## src/rtl/clkcfg_pkg.sv

```systemverilog
package clkcfg_pkg;
   localparam int ADDR_BITS = 7;
   localparam int BYTE_BITS = 8;

   typedef enum logic [2:0] {
      PH_IDLE,
      PH_ADDR,
      PH_CMD,
      PH_COUNT,
      PH_DATA,
      PH_SKIP
   } phase_e;
endpackage

```

## src/rtl/clkcfg_line_sync.sv

```systemverilog
module clkcfg_line_sync #(
   parameter int SYNC_STAGES = 2
) (
   input  logic clk,
   input  logic por_n,
   input  logic scl_i,
   input  logic sda_i,
   output logic sda_s,
   output logic scl_rise,
   output logic scl_fall,
   output logic bus_start,
   output logic bus_stop
);
   logic [SYNC_STAGES-1:0] scl_chain, sda_chain;
   logic                   scl_d, sda_d;

   generate
      if (SYNC_STAGES < 2) begin : g_bad_stages
         $error("clkcfg_line_sync: SYNC_STAGES must be at least 2");
      end
      for (genvar s = 0; s < SYNC_STAGES; s++) begin : g_stage
         if (s == 0) begin : g_first
            always_ff @(posedge clk) begin
               if (!por_n) begin
                  scl_chain[0] <= 1'b1;
                  sda_chain[0] <= 1'b1;
               end else begin
                  scl_chain[0] <= scl_i;
                  sda_chain[0] <= sda_i;
               end
            end
         end else begin : g_next
            always_ff @(posedge clk) begin
               if (!por_n) begin
                  scl_chain[s] <= 1'b1;
                  sda_chain[s] <= 1'b1;
               end else begin
                  scl_chain[s] <= scl_chain[s-1];
                  sda_chain[s] <= sda_chain[s-1];
               end
            end
         end
      end
   endgenerate

   always_ff @(posedge clk) begin
      if (!por_n) begin
         scl_d <= 1'b1;
         sda_d <= 1'b1;
      end else begin
         scl_d <= scl_chain[SYNC_STAGES-1];
         sda_d <= sda_chain[SYNC_STAGES-1];
      end
   end

   assign sda_s     = sda_chain[SYNC_STAGES-1];
   assign scl_rise  = scl_chain[SYNC_STAGES-1] & ~scl_d;
   assign scl_fall  = ~scl_chain[SYNC_STAGES-1] & scl_d;
   assign bus_start = scl_chain[SYNC_STAGES-1] & scl_d & sda_d & ~sda_s;
   assign bus_stop  = scl_chain[SYNC_STAGES-1] & scl_d & ~sda_d & sda_s;
endmodule

```

## src/rtl/clkcfg_byte_engine.sv

```systemverilog
module clkcfg_byte_engine
   import clkcfg_pkg::*;
#(
   parameter logic [ADDR_BITS-1:0] DEV_ADDR = 7'h69,
   parameter int NUM_REGS = 6,
   parameter int IDX_W    = $clog2(NUM_REGS + 1)
) (
   input  logic                 clk,
   input  logic                 por_n,
   input  logic                 sda_s,
   input  logic                 scl_rise,
   input  logic                 scl_fall,
   input  logic                 bus_start,
   input  logic                 bus_stop,
   output logic                 ack_drv,
   output logic                 wr_en,
   output logic [IDX_W-1:0]     wr_idx,
   output logic [BYTE_BITS-1:0] wr_data
);
   localparam logic [IDX_W-1:0] IDX_END = IDX_W'(NUM_REGS);

   phase_e               phase;
   logic [3:0]           bit_cnt;
   logic                 in_ack;
   logic [BYTE_BITS-1:0] shreg;
   logic [IDX_W-1:0]     idx;
   logic                 active;

   assign active = (phase != PH_IDLE) && (phase != PH_SKIP);

   always_ff @(posedge clk) begin
      if (!por_n) begin
         phase   <= PH_IDLE;
         bit_cnt <= '0;
         in_ack  <= 1'b0;
         ack_drv <= 1'b0;
         shreg   <= '0;
         idx     <= '0;
         wr_en   <= 1'b0;
         wr_idx  <= '0;
         wr_data <= '0;
      end else begin
         wr_en <= 1'b0;
         if (bus_start) begin
            phase   <= PH_ADDR;
            bit_cnt <= '0;
            in_ack  <= 1'b0;
            ack_drv <= 1'b0;
            idx     <= '0;
         end else if (bus_stop) begin
            phase   <= PH_IDLE;
            bit_cnt <= '0;
            in_ack  <= 1'b0;
            ack_drv <= 1'b0;
         end else if (active) begin
            if (scl_rise && !in_ack && bit_cnt != 4'd8) begin
               shreg   <= {shreg[BYTE_BITS-2:0], sda_s};
               bit_cnt <= bit_cnt + 4'd1;
            end else if (scl_fall && in_ack) begin
               in_ack  <= 1'b0;
               ack_drv <= 1'b0;
               bit_cnt <= '0;
            end else if (scl_fall && bit_cnt == 4'd8) begin
               in_ack  <= 1'b1;
               ack_drv <= 1'b1;
               unique case (phase)
                  PH_ADDR: begin
                     if (shreg[BYTE_BITS-1:1] == DEV_ADDR && !shreg[0]) begin
                        phase <= PH_CMD;
                     end else begin
                        phase   <= PH_SKIP;
                        in_ack  <= 1'b0;
                        ack_drv <= 1'b0;
                     end
                  end
                  PH_CMD:   phase <= PH_COUNT;
                  PH_COUNT: phase <= PH_DATA;
                  PH_DATA: begin
                     if (idx != IDX_END) begin
                        wr_en   <= 1'b1;
                        wr_idx  <= idx;
                        wr_data <= shreg;
                        idx     <= idx + 1'b1;
                     end
                  end
                  default: ;
               endcase
            end
         end
      end
   end

   p_ack_on_fall_r11: assert property (@(posedge clk) disable iff (!por_n)
      $rose(ack_drv) |-> $past(scl_fall));
   p_ack_release_r11: assert property (@(posedge clk) disable iff (!por_n)
      $fell(ack_drv) |-> $past(scl_fall || bus_start || bus_stop));
   p_index_restart_r8: assert property (@(posedge clk) disable iff (!por_n)
      bus_start |=> (idx == '0));
endmodule

```

## src/rtl/clkcfg_reg_bank.sv

```systemverilog
module clkcfg_reg_bank
   import clkcfg_pkg::*;
#(
   parameter int NUM_REGS = 6,
   parameter int IDX_W    = $clog2(NUM_REGS + 1),
   parameter int STRAP_W  = 3,
   parameter logic [BYTE_BITS*NUM_REGS-1:0] RESET_VALUE = '0
) (
   input  logic                          clk,
   input  logic                          por_n,
   input  logic                          wr_en,
   input  logic [IDX_W-1:0]              wr_idx,
   input  logic [BYTE_BITS-1:0]          wr_data,
   input  logic [STRAP_W-1:0]            strap_i,
   output logic [STRAP_W-1:0]            strap_q,
   output logic [BYTE_BITS*NUM_REGS-1:0] cfg_regs
);
   logic [BYTE_BITS-1:0] bank [NUM_REGS];

   generate
      for (genvar r = 0; r < NUM_REGS; r++) begin : g_reg
         always_ff @(posedge clk) begin
            if (!por_n)
               bank[r] <= RESET_VALUE[r*BYTE_BITS +: BYTE_BITS];
            else if (wr_en && wr_idx == IDX_W'(r))
               bank[r] <= wr_data;
         end
         assign cfg_regs[r*BYTE_BITS +: BYTE_BITS] = bank[r];
      end
   endgenerate

   always_ff @(posedge clk) begin
      if (!por_n) strap_q <= strap_i;
   end

   p_hold_without_write_r3: assert property (@(posedge clk) disable iff (!por_n)
      !wr_en |=> $stable(cfg_regs));
   p_write_lands_r6: assert property (@(posedge clk) disable iff (!por_n)
      wr_en |=> cfg_regs[$past(wr_idx)*BYTE_BITS +: BYTE_BITS] == $past(wr_data));
   p_strap_frozen_r10: assert property (@(posedge clk) disable iff (!por_n)
      por_n |=> $stable(strap_q));
endmodule

```

## src/rtl/clkcfg_i2c_target.sv

```systemverilog
module clkcfg_i2c_target
   import clkcfg_pkg::*;
#(
   parameter logic [ADDR_BITS-1:0] DEV_ADDR = 7'h69,
   parameter int NUM_REGS    = 6,
   parameter int STRAP_W     = 3,
   parameter int SYNC_STAGES = 2,
   parameter logic [BYTE_BITS*NUM_REGS-1:0] RESET_VALUE = 48'h0F_FF_FF_3E_FF_A5
) (
   input  logic                          clk,
   input  logic                          por_n,
   input  logic                          scl_i,
   input  logic                          sda_i,
   output logic                          sda_o,
   output logic                          sda_oe,
   input  logic [STRAP_W-1:0]            strap_i,
   output logic [STRAP_W-1:0]            strap_q,
   output logic [BYTE_BITS*NUM_REGS-1:0] cfg_regs
);
   localparam int IDX_W = $clog2(NUM_REGS + 1);

   generate
      if (NUM_REGS < 1) begin : g_bad_regs
         $error("clkcfg_i2c_target: NUM_REGS must be at least 1");
      end
      if (STRAP_W < 1) begin : g_bad_strap
         $error("clkcfg_i2c_target: STRAP_W must be at least 1");
      end
   endgenerate

   logic                 sda_s, scl_rise, scl_fall, bus_start, bus_stop;
   logic                 wr_en;
   logic [IDX_W-1:0]     wr_idx;
   logic [BYTE_BITS-1:0] wr_data;

   clkcfg_line_sync #(.SYNC_STAGES(SYNC_STAGES)) u_sync (
      .clk(clk), .por_n(por_n), .scl_i(scl_i), .sda_i(sda_i),
      .sda_s(sda_s), .scl_rise(scl_rise), .scl_fall(scl_fall),
      .bus_start(bus_start), .bus_stop(bus_stop)
   );

   clkcfg_byte_engine #(.DEV_ADDR(DEV_ADDR), .NUM_REGS(NUM_REGS), .IDX_W(IDX_W)) u_engine (
      .clk(clk), .por_n(por_n), .sda_s(sda_s), .scl_rise(scl_rise),
      .scl_fall(scl_fall), .bus_start(bus_start), .bus_stop(bus_stop),
      .ack_drv(sda_oe), .wr_en(wr_en), .wr_idx(wr_idx), .wr_data(wr_data)
   );

   clkcfg_reg_bank #(.NUM_REGS(NUM_REGS), .IDX_W(IDX_W), .STRAP_W(STRAP_W),
                     .RESET_VALUE(RESET_VALUE)) u_bank (
      .clk(clk), .por_n(por_n), .wr_en(wr_en), .wr_idx(wr_idx),
      .wr_data(wr_data), .strap_i(strap_i), .strap_q(strap_q),
      .cfg_regs(cfg_regs)
   );

   assign sda_o = 1'b0;

   p_quiet_in_reset_r1: assert property (@(posedge clk)
      !por_n |=> !sda_oe);
endmodule

```

## config.mk

```make
export PLATFORM = sky130hd
export DESIGN_NAME = clkcfg_i2c_target
export DESIGN_NICKNAME = d
export VERILOG_FILES = /design/src/rtl/clkcfg_pkg.sv /design/src/rtl/clkcfg_line_sync.sv /design/src/rtl/clkcfg_byte_engine.sv /design/src/rtl/clkcfg_reg_bank.sv /design/src/rtl/clkcfg_i2c_target.sv
export SDC_FILE = /design/constraint.sdc
export NUM_CORES = 1
export LEC_CHECK = 0
export BUFFER_PORTS_ARGS = -buffer_cell sky130_fd_sc_hd__buf_4
export CAP_MARGIN = 20
export CORE_MARGIN = 8
export CORE_UTILIZATION = 37
export DETAILED_ROUTE_END_ITERATION = 10
export MAX_ROUTING_LAYER = met4
export PLACE_DENSITY_LB_ADDON = 0.15
export SETUP_SLACK_MARGIN = 0.4
export SYNTH_ARGS = -nofsm -noshare
export SYNTH_HDL_FRONTEND = slang
export SYNTH_SLANG_ARGS = --single-unit
```

## constraint.sdc

```tcl
create_clock -name clk -period 5.5 [get_ports clk]
set_input_delay 1.1 -clock clk [delete_from_list [all_inputs] [get_ports clk]]
set_output_delay 1.1 -clock clk [all_outputs]
set_load 0.02 [all_outputs]
```

======== Word level (Yosys, flattened, before mapping) ========
Memory sizes are Yosys's and may differ from the RTL's.
Index checks and enable logic that the tools add are counted.
storage, ports and cells
  logic and storage cells ................. 132
  bits in writable memories ............... 48
  memory bits (read-only) ................. 0
  memories kept ........................... 1
  latch bits .............................. 0
  output and inout bits ................... 53
  register bits after elaboration ......... 40
cells by class
  bitwise gates (word level) .............. 25
  equality and inequality tests ........... 16
  muxes and demuxes ....................... 40
  shifts and indexed selects .............. 0
  add/sub/neg operators ................... 2
  reduce and logical (&&, ||, !) cells .... 32
  multiply operators ...................... 0
  order comparisons ....................... 0
  divide/modulo/power cells ............... 0
memory list
  memory       words  bits a word  read ports  clocked after Yosys merged registers in  write ports  RTL line               source
  u_bank.bank  6      8            6           0                                        6            clkcfg_reg_bank.sv:18  logic [BYTE_BITS-1:0] bank [NUM_REGS];
operator list
  operator                                                         count
  8-bit two-way mux                                                6
  1-bit two-way mux                                                30
  3-bit by 2-bit == test with 1-bit output, second input constant  4
  1-bit logical AND                                                12
  3-bit inequality test, second input constant                     4
  1-bit NOT                                                        12
  3-bit nonzero test                                               4
  5-bit AND reduction                                              2
  3-bit == test, second input constant                             3
  3-bit one-hot mux with 3 select lines                            1
  4-bit two-way mux                                                2
  8-bit AND reduction                                              1
  8-bit OR reduction                                               1
  1-bit bitwise AND                                                7
  7-bit == test, second input constant                             1
  7-bit AND reduction                                              1
  3-bit by 1-bit == test with 1-bit output, second input constant  2
  1-bit bitwise OR                                                 6
  5-bit nonzero test                                               1
  4-bit by 1-bit adder with 4-bit output, second input constant    1
  4-bit == test, second input constant                             1
  4-bit inequality test, second input constant                     1
  4-bit AND reduction                                              1
  2-bit nonzero test                                               2
  other kinds (8)                                                  9

======== Logic depth before layout (Yosys ltp) ========
Gate-level depths: netlist of the first run.
  word-level depth ........................ 10
  gate-level depth with buffers ........... 8
  gate-level depth less buffers ........... 6

======== Cells and area by module ========
A second synthesis of the first run with hierarchy kept.
second synthesis, totals
  cell total of the unflattened synthesis .. 312
  area, all modules ....................... 3614.7 um^2
by module, submodules not included
  module              cells an instance  seq. area each (um^2)  area an instance (um^2)  times used
  clkcfg_reg_bank     127                1531.5                 1968.1                   1
  clkcfg_byte_engine  167                620.6                  1445.1                   1
  clkcfg_line_sync    16                 120.1                  190.2                    1
  clkcfg_i2c_target   2                  0.0                    11.3                     1

======== Worst setup path after synthesis of the first run ========
No wires, ideal clock.
  path type ............................... in2reg
  from .................................... in por_n
  to ...................................... mem u_bank.bank[0][0] (data pin)
  stages on the path ...................... 4
  path slack .............................. 3.305 ns
  data arrival time ....................... 1.921 ns
  path buffers ............................ 0
  library setup time ...................... 0.274 ns
  cells stage by stage .................... inv_1 -> or2_2 -> nor3_1 -> nand2b_1
RTL lines
  item                RTL line                 source
  start: declaration  clkcfg_i2c_target.sv:11  input logic por_n,
  end: declaration    clkcfg_reg_bank.sv:18

==> flow_metrics.env, run 1 <==
export IMPL_cpPeakStageDelay_ns=0.58
export IMPL_initialDrtViolationCount=131
export IMPL_place_area_um2=4090
export IMPL_vias=2468
export IMPL_synth_cell_type_count=40
export IMPL_hpwl_um=5330
export IMPL_cts_clk_slew_worst_paths_ns=0.08
export IMPL_cap_violations=0
export IMPL_path_max_fanout=23
export IMPL_status="finished clean"
export IMPL_die_w_um=114
export IMPL_rr_startpoint="u_engine.bit_cnt[0]$_SDFFE_PP0P_"
export IMPL_syn_cell_area_um2=3540
export IMPL_synth_xor_area_frac=0.00742
export IMPL_async_flop_share=0
export IMPL_yosys_warnings=0
export IMPL_cp_data_required_time_ns=5.58
export IMPL_hold_violations=0
export IMPL_drv_slew=0
export IMPL_fillers=897
export IMPL_drive_gt1_frac=0.220
export IMPL_finalSetupTns_ns=0
export IMPL_grt_overflow_total=0
export IMPL_port_buffers=58
export IMPL_die_h_um=114
export IMPL_fin_nets=374
export IMPL_finalSetupViolCount=0
export IMPL_wl_per_cell_um=16.0
export IMPL_timing_final_crit_share=0.510
export IMPL_path_cells="buf_4, inv_1, or2_2, nor3_1, nand2b_1"
export IMPL_synthAdderAreaFrac=0.0141
export IMPL_end_kind="flop"
export IMPL_period_needed_ns=2.81
export IMPL_r2r_end="u_engine.idx[2]$_SDFFE_PP0P_"
export IMPL_cts_tree="yes"
export IMPL_p_leak_nw=1.43
export IMPL_die_area_um2=13000
export IMPL_cp_start_kind="primary input"
export IMPL_area_delta_synth_final_pct=21.6
export IMPL_drc=0
export IMPL_synth_top_family_by_area="simple AND/OR/NAND/NOR gates"
export IMPL_synth_seq_cells=88
export IMPL_cts_resized=0
export IMPL_cts_hold_buf=0
export IMPL_cts_buffer_depth=2
export IMPL_criticalPathCategory="in2reg"
export IMPL_finClkSkew_ns=0.0150
export IMPL_peakVddDrop_uv=160
export IMPL_min_path_type="reg2reg"
export IMPL_cts_root_buf="clkbuf_8"
export IMPL_synth_compound_area_frac=0.0905
export IMPL_powerDensity_nw_per_um2=282
export IMPL_core_area_um2=9280
export IMPL_fin_area_um2=4310
export IMPL_rsz0062_at_grt="false"
export IMPL_grt_max_degree=24
export IMPL_r2r_cells=6
export IMPL_critPathSlowestCell="nor3_1"
export IMPL_arrival_ns=2.89
export IMPL_ant_nets=0
export IMPL_initial_core_util=0.381
export IMPL_clock_sinks=88
export IMPL_avgSynthCellArea_um2=11.7
export IMPL_synth_mux_area_frac=0.0226
export IMPL_slew_headroom=0.294
export IMPL_viasPerCell=4.97
export IMPL_crit_start="por_n"
export IMPL_rrSetupSlack_ns=3.36
export IMPL_routed_wirelength_um=7940
export IMPL_antenna_found_initial=0
export IMPL_cts_htree_levels=3
export IMPL_synth_edf_count=51
export IMPL_worst_slew_pin_slew_ns=1.05
export IMPL_synth_ff_type="edfxtp_1"
export IMPL_dr_pass1_iters=4
export IMPL_grt_pass1_wl_um=12600
export IMPL_row_count=35
export IMPL_postCtsSetupBuffers=0
export IMPL_postSynthCellCount=302
export IMPL_yosysSeqAreaShare=0.642
export IMPL_grt_usage=0.128
export IMPL_io_pins=60
export IMPL_synth_net_count=313
export IMPL_diodes=0
export IMPL_insertion_delay_ns=0.35
export IMPL_max_freq_mhz=356
export IMPL_grt_pass1_vias=2411
export IMPL_endpoint="u_bank.bank[0][5]$_SDFFCE_PN1P_"
export IMPL_synthSimpleGateAreaFrac=0.197
export IMPL_gp_congestion=0.781
export IMPL_cts_buffers=9
## registers in the layout (all words and copies together), names as in the netlist, 2 cells and up
name,cells
u_engine.shreg,8
u_engine.bit_cnt,4
u_engine.wr_idx,3
u_sync.scl_chain,2
u_bank.bank,48
u_bank.strap_q,3
u_engine.idx,3
u_engine.phase,3
u_engine.wr_data,8
## stage by stage
step / util / std cells / power (W) / hold WS [ns] / worst slack, ns
global route: 0.464 / 497 / 0.00126 / 0.433 / 2.54
CTS: 0.461 / 492 / 0.00123 / 0.411 / 2.71
finish: 0.464 / 497 / 0.00122 / 0.408 / 2.69
global placement: 0.439 / 475 / 0.000784 / 0.392 / 2.42
detailed placement: 0.440 / 476 / 0.000785 / 0.399 / 2.32
floorplan: - / 302 / 0.000758 / 0.386 / 3.31
## final cells by class
class / instances / area, um^2 / area share
Clock inverter: 3 / 43.8 / 0.0102
Clock buffer: 13 / 149 / 0.0346
Sequential cell: 88 / 2270 / 0.528
Multi-Input combinational cell: 192 / 1180 / 0.273
Tap cell: 129 / 161 / 0.0375
Inverter: 7 / 26.3 / 0.00610
Timing Repair Buffer: 65 / 475 / 0.110
## per-layer routing
| metal | vias up | GRT usage | wire, um |
|---|---|---|---|
| li1 | 1214 | - | - |
| met1 | 1179 | 0.167 | 3840 |
| met2 | 66 | 0.187 | 3620 |
| met3 | 9 | 0.0349 | 375 |
| met4 | 0 | 0.0479 | 98 |
| met5 | - | - | 0 |
## synthesized netlist by cell type, types with 2 or more instances
master / instances / area (um^2)
dfxtp_1: 37 / 741
clkbuf_1: 10 / 37.5
a311oi_1: 2 / 17.5
nand2b_1: 24 / 150
edfxtp_1: 51 / 1530
and2_1: 11 / 68.8
or3_1: 30 / 188
xnor2_1: 2 / 17.5
ha_1: 4 / 50.1
mux2i_1: 8 / 80.1
nor2_1: 11 / 41.3
buf_2: 3 / 15.0
inv_1: 7 / 26.3
and3_1: 2 / 12.5
o31ai_1: 3 / 22.5
nor3_1: 9 / 45.0
a21oi_1: 21 / 105
nand2_1: 6 / 22.5
nor4bb_1: 2 / 20.0
o21ai_0: 23 / 115
nand3_1: 17 / 85.1
## worst min path at each step
stage,slack [ns],cells past startpoint,start,end
after global routing,0.43,1,u_sync.scl_chain[0]$_SDFF_PN1_,u_sync.scl_chain[1]$_SDFF_PN1_
after detailed placement,0.40,1,u_sync.scl_chain[0]$_SDFF_PN1_,u_sync.scl_chain[1]$_SDFF_PN1_
after CTS,0.41,1,u_sync.scl_chain[0]$_SDFF_PN1_,u_sync.scl_chain[1]$_SDFF_PN1_
after global placement,0.39,1,u_sync.scl_chain[0]$_SDFF_PN1_,u_sync.scl_chain[1]$_SDFF_PN1_
final,0.41,1,u_sync.scl_chain[0]$_SDFF_PN1_,u_sync.scl_chain[1]$_SDFF_PN1_
after floorplan,0.39,1,u_sync.scl_chain[0]$_SDFF_PN1_,u_sync.scl_chain[1]$_SDFF_PN1_
## placed cells by master, fill, tap and decap left out, drive strengths merged, types with 2 or more instances in the layout
| master | count |
|---|---|
| a21oi | 21 |
| a311oi | 2 |
| and2 | 11 |
| and3 | 2 |
| buf | 65 |
| clkbuf | 13 |
| clkinv | 2 |
| dfxtp | 37 |
| edfxtp | 51 |
| ha | 4 |
| inv | 7 |
| mux2i | 8 |
| nand2 | 6 |
| nand2b | 24 |
| nand3 | 17 |
| nand3b | 2 |
| nor2 | 11 |
| nor3 | 9 |
| nor4bb | 2 |
| o21ai | 24 |
| o31ai | 3 |
| or3 | 30 |
| xnor2 | 2 |
## power breakdown
| group | switching (W) | total [W] | internal (W) |
|---|---|---|---|
| Combinational | 0.0000366 | 0.0000577 | 0.0000211 |
| Clock | 0.000223 | 0.000447 | 0.000224 |
| Sequential | 0.00000554 | 0.000712 | 0.000706 |
| Total | 0.000265 | 0.00122 | 0.000951 |
## worst max-delay path, delay by kind of cell
kind / cells / cell delay, ns
buffers and inverters: 2 / 0.52
and+or+nand+nor: 3 / 1.27
## kinds of logic (layout without fill, tap and decap cells)
logic type / Yosys count / in the layout
compound gates: 57 / 57
xor+xnor: 3 / 3
fa+ha+maj: 4 / 4
buf+inv: 22 / 88
flops: 88 / 88
mux: 8 / 8
other cells: 1 / 1
simple gates: 119 / 119
Power figures use the tool's default switching activity.
==> run 2, diff against run 1 <==
Clock period 5.5 ns to 2.7 ns, I/O delays scaled along.
==> flow_metrics.env, run 2 (synthesized netlist as in run 1, its figures left out) <==
export IMPL_status="finished clean"
export IMPL_fillers=896
export IMPL_cts_resized=0
export IMPL_top_regs="u_bank.bank (48), u_engine.shreg (8), u_engine.wr_data (8)"
export IMPL_dp_cells=483
export IMPL_crit_start="u_engine.bit_cnt[0]$_SDFFE_PP0P_"
export IMPL_grt_overflow_total=0
export IMPL_hpwl_um=5300
export IMPL_area_delta_synth_final_pct=22.3
export IMPL_routed_wirelength_um=7700
export IMPL_largest_reg_flops=48
export IMPL_layout_common_cells="buf_4, edfxtp_1, dfxtp_1, or3_1, nand2b_1"
export IMPL_finalSetupViolCount=0
export IMPL_arrival_ns=2.33
export IMPL_hold_start="strap_i[0]"
export IMPL_port_buffers=58
export IMPL_total_power_w=0.00244
export IMPL_postCtsSetupBuffers=0
export IMPL_min_to="u_bank.strap_q[0]$_DFFE_PN_"
export IMPL_finalSetupTns_ns=0
export IMPL_drc=0
export IMPL_slew_headroom=0.487
export IMPL_cts_tree="yes"
export IMPL_ant_nets=0
export IMPL_vias=2408
export IMPL_cts_htree_levels=3
export IMPL_cts_buffer_depth=2
export IMPL_r2r_end="u_engine.idx[2]$_SDFFE_PP0P_"
export IMPL_powerDensity_nw_per_um2=563
export IMPL_die_w_um=114
export IMPL_fin_cells=500
export IMPL_largest_register="u_bank.bank"
export IMPL_initialDrtViolationCount=134
export IMPL_gp_congestion=0.763
export IMPL_final_common_cell="buf_4"
export IMPL_min_path_type="in2reg"
export IMPL_cts_buffers=9
export IMPL_cp_start_kind="flop"
export IMPL_cpLargestDelayFamily="simple AND/OR/NAND/NOR gates"
export IMPL_hold_violations=0
export IMPL_holdPathStages=1
export IMPL_rsz0062_at_grt="false"
export IMPL_path_buf_inv=1
export IMPL_row_count=35
export IMPL_peakVddDrop_uv=287
export IMPL_io_pins=60
export IMPL_cts_root_buf="clkbuf_8"
export IMPL_fin_nets=377
export IMPL_drive_gt1_frac=0.235
export IMPL_path_max_fanout=18
export IMPL_worst_slew_pin_slew_ns=0.764
export IMPL_rrSetupSlack_ns=0.65
export IMPL_period_needed_ns=2.05
export IMPL_grt_pass1_wl_um=12300
export IMPL_max_freq_mhz=487
export IMPL_criticalPathCategory="reg2reg"
export IMPL_wl_per_cell_um=15.4
export IMPL_finClkSkew_ns=0.0114
export IMPL_critPathSlowestCell="or3_1"
export IMPL_die_area_um2=13000
export IMPL_antenna_found_initial=0
export IMPL_dr_pass1_iters=4
export IMPL_initial_core_util=0.381
export IMPL_end_kind="flop"
export IMPL_cpPeakStageDelay_ns=0.58
export IMPL_diodes=0
export IMPL_drv_slew=0
export IMPL_path_cells="inv_1, ha_1, nand3b_4, or3_1, or4_1, a21oi_1"
export IMPL_r2r_cells=6
export IMPL_cp_data_required_time_ns=2.98
export IMPL_die_h_um=114
export IMPL_cts_clk_slew_worst_paths_ns=0.09
export IMPL_insertion_delay_ns=0.35
export IMPL_grt_max_degree=23
export IMPL_cts_hold_buf=0
export IMPL_clock_sinks=88
export IMPL_grt_usage=0.125
export IMPL_core_area_um2=9280
export IMPL_p_leak_nw=1.44
export IMPL_rr_startpoint="u_engine.bit_cnt[0]$_SDFFE_PP0P_"
export IMPL_viasPerCell=4.82
export IMPL_grt_pass1_vias=2352
export IMPL_cap_violations=0
export IMPL_timing_final_crit_share=0.760
==> run 2: cell count changes in the layout (fill, tap and decap cells not counted) <==
cell        previous run  this run
clkinvlp_4             0         2
clkinv_4               1         0
buf_4                 60        66
clkinv_2               1         0
clkbuf_2               0         1
clkbuf_1               3         0
clkbuf_8              10        11
buf_2                  5         1
inv_4                  0         2
inv_6                  0         1
bufinv_16              1         0
==> run 2: worst register-to-register path, stage by stage, from the launching register on <==
cell      delay (ns)
dfxtp_1         0.34
inv_1           0.08
ha_1            0.19
nand3b_4        0.11
or3_1           0.58
or4_1           0.54
a21oi_1         0.14
==> run 2: through the flow <==
| step | area, um^2 | worst slack, ns | hold slack (ns) | utilization |
|---|---|---|---|---|
| 2_1_floorplan | 3540 | 0.821 | 0.386 | - |
| 3_3_place_gp | 4130 | 0.724 | 0.393 | 0.445 |
| 3_5_place_dp | 4140 | 0.688 | 0.398 | 0.446 |
| 4_1_cts | 4330 | 0.646 | 0.341 | 0.466 |
| 5_1_grt | 4330 | 0.510 | 0.326 | 0.466 |
| 6_report | 4330 | 0.648 | 0.359 | 0.466 |
==> run 2: how the worst max path moves through the flow <==
stage	cells past startpoint	slack, ns	end
5_1_grt	6	0.51	u_engine.idx[2]$_SDFFE_PP0P_
2_1_floorplan	4	0.82	u_bank.bank[3][0]$_SDFFCE_PN1P_
4_1_cts	6	0.65	u_engine.idx[2]$_SDFFE_PP0P_
6_report	6	0.65	u_engine.idx[2]$_SDFFE_PP0P_
3_5_place_dp	6	0.69	u_engine.idx[2]$_SDFFE_PP0P_
3_3_place_gp	6	0.72	u_engine.idx[2]$_SDFFE_PP0P_
==> run 2: cell type report <==
cell class	instances	area, um^2	share of cell area
clock inverter	5	36.3	0.00838
tap	129	161	0.0373
clock buffer	11	151	0.0350
sequential	88	2270	0.525
timing repair buffer	68	505	0.117
multi-input combinational	192	1180	0.272
inverter	7	26.3	0.00607
==> run 2: where the power goes <==
group | switching, W | internal (W)
combinational | 0.0000743 | 0.0000461
sequential | 0.0000109 | 0.00144
clock | 0.000478 | 0.000389
==> run 2: metal layers <==
layer / track usage / wire [um] / up-vias
li1: - / - / 1223
met1: 0.157 / 3710 / 1112
met2: 0.187 / 3430 / 64
met3: 0.0386 / 454 / 9
met4: 0.0461 / 108 / 0
met5: - / 0 / -
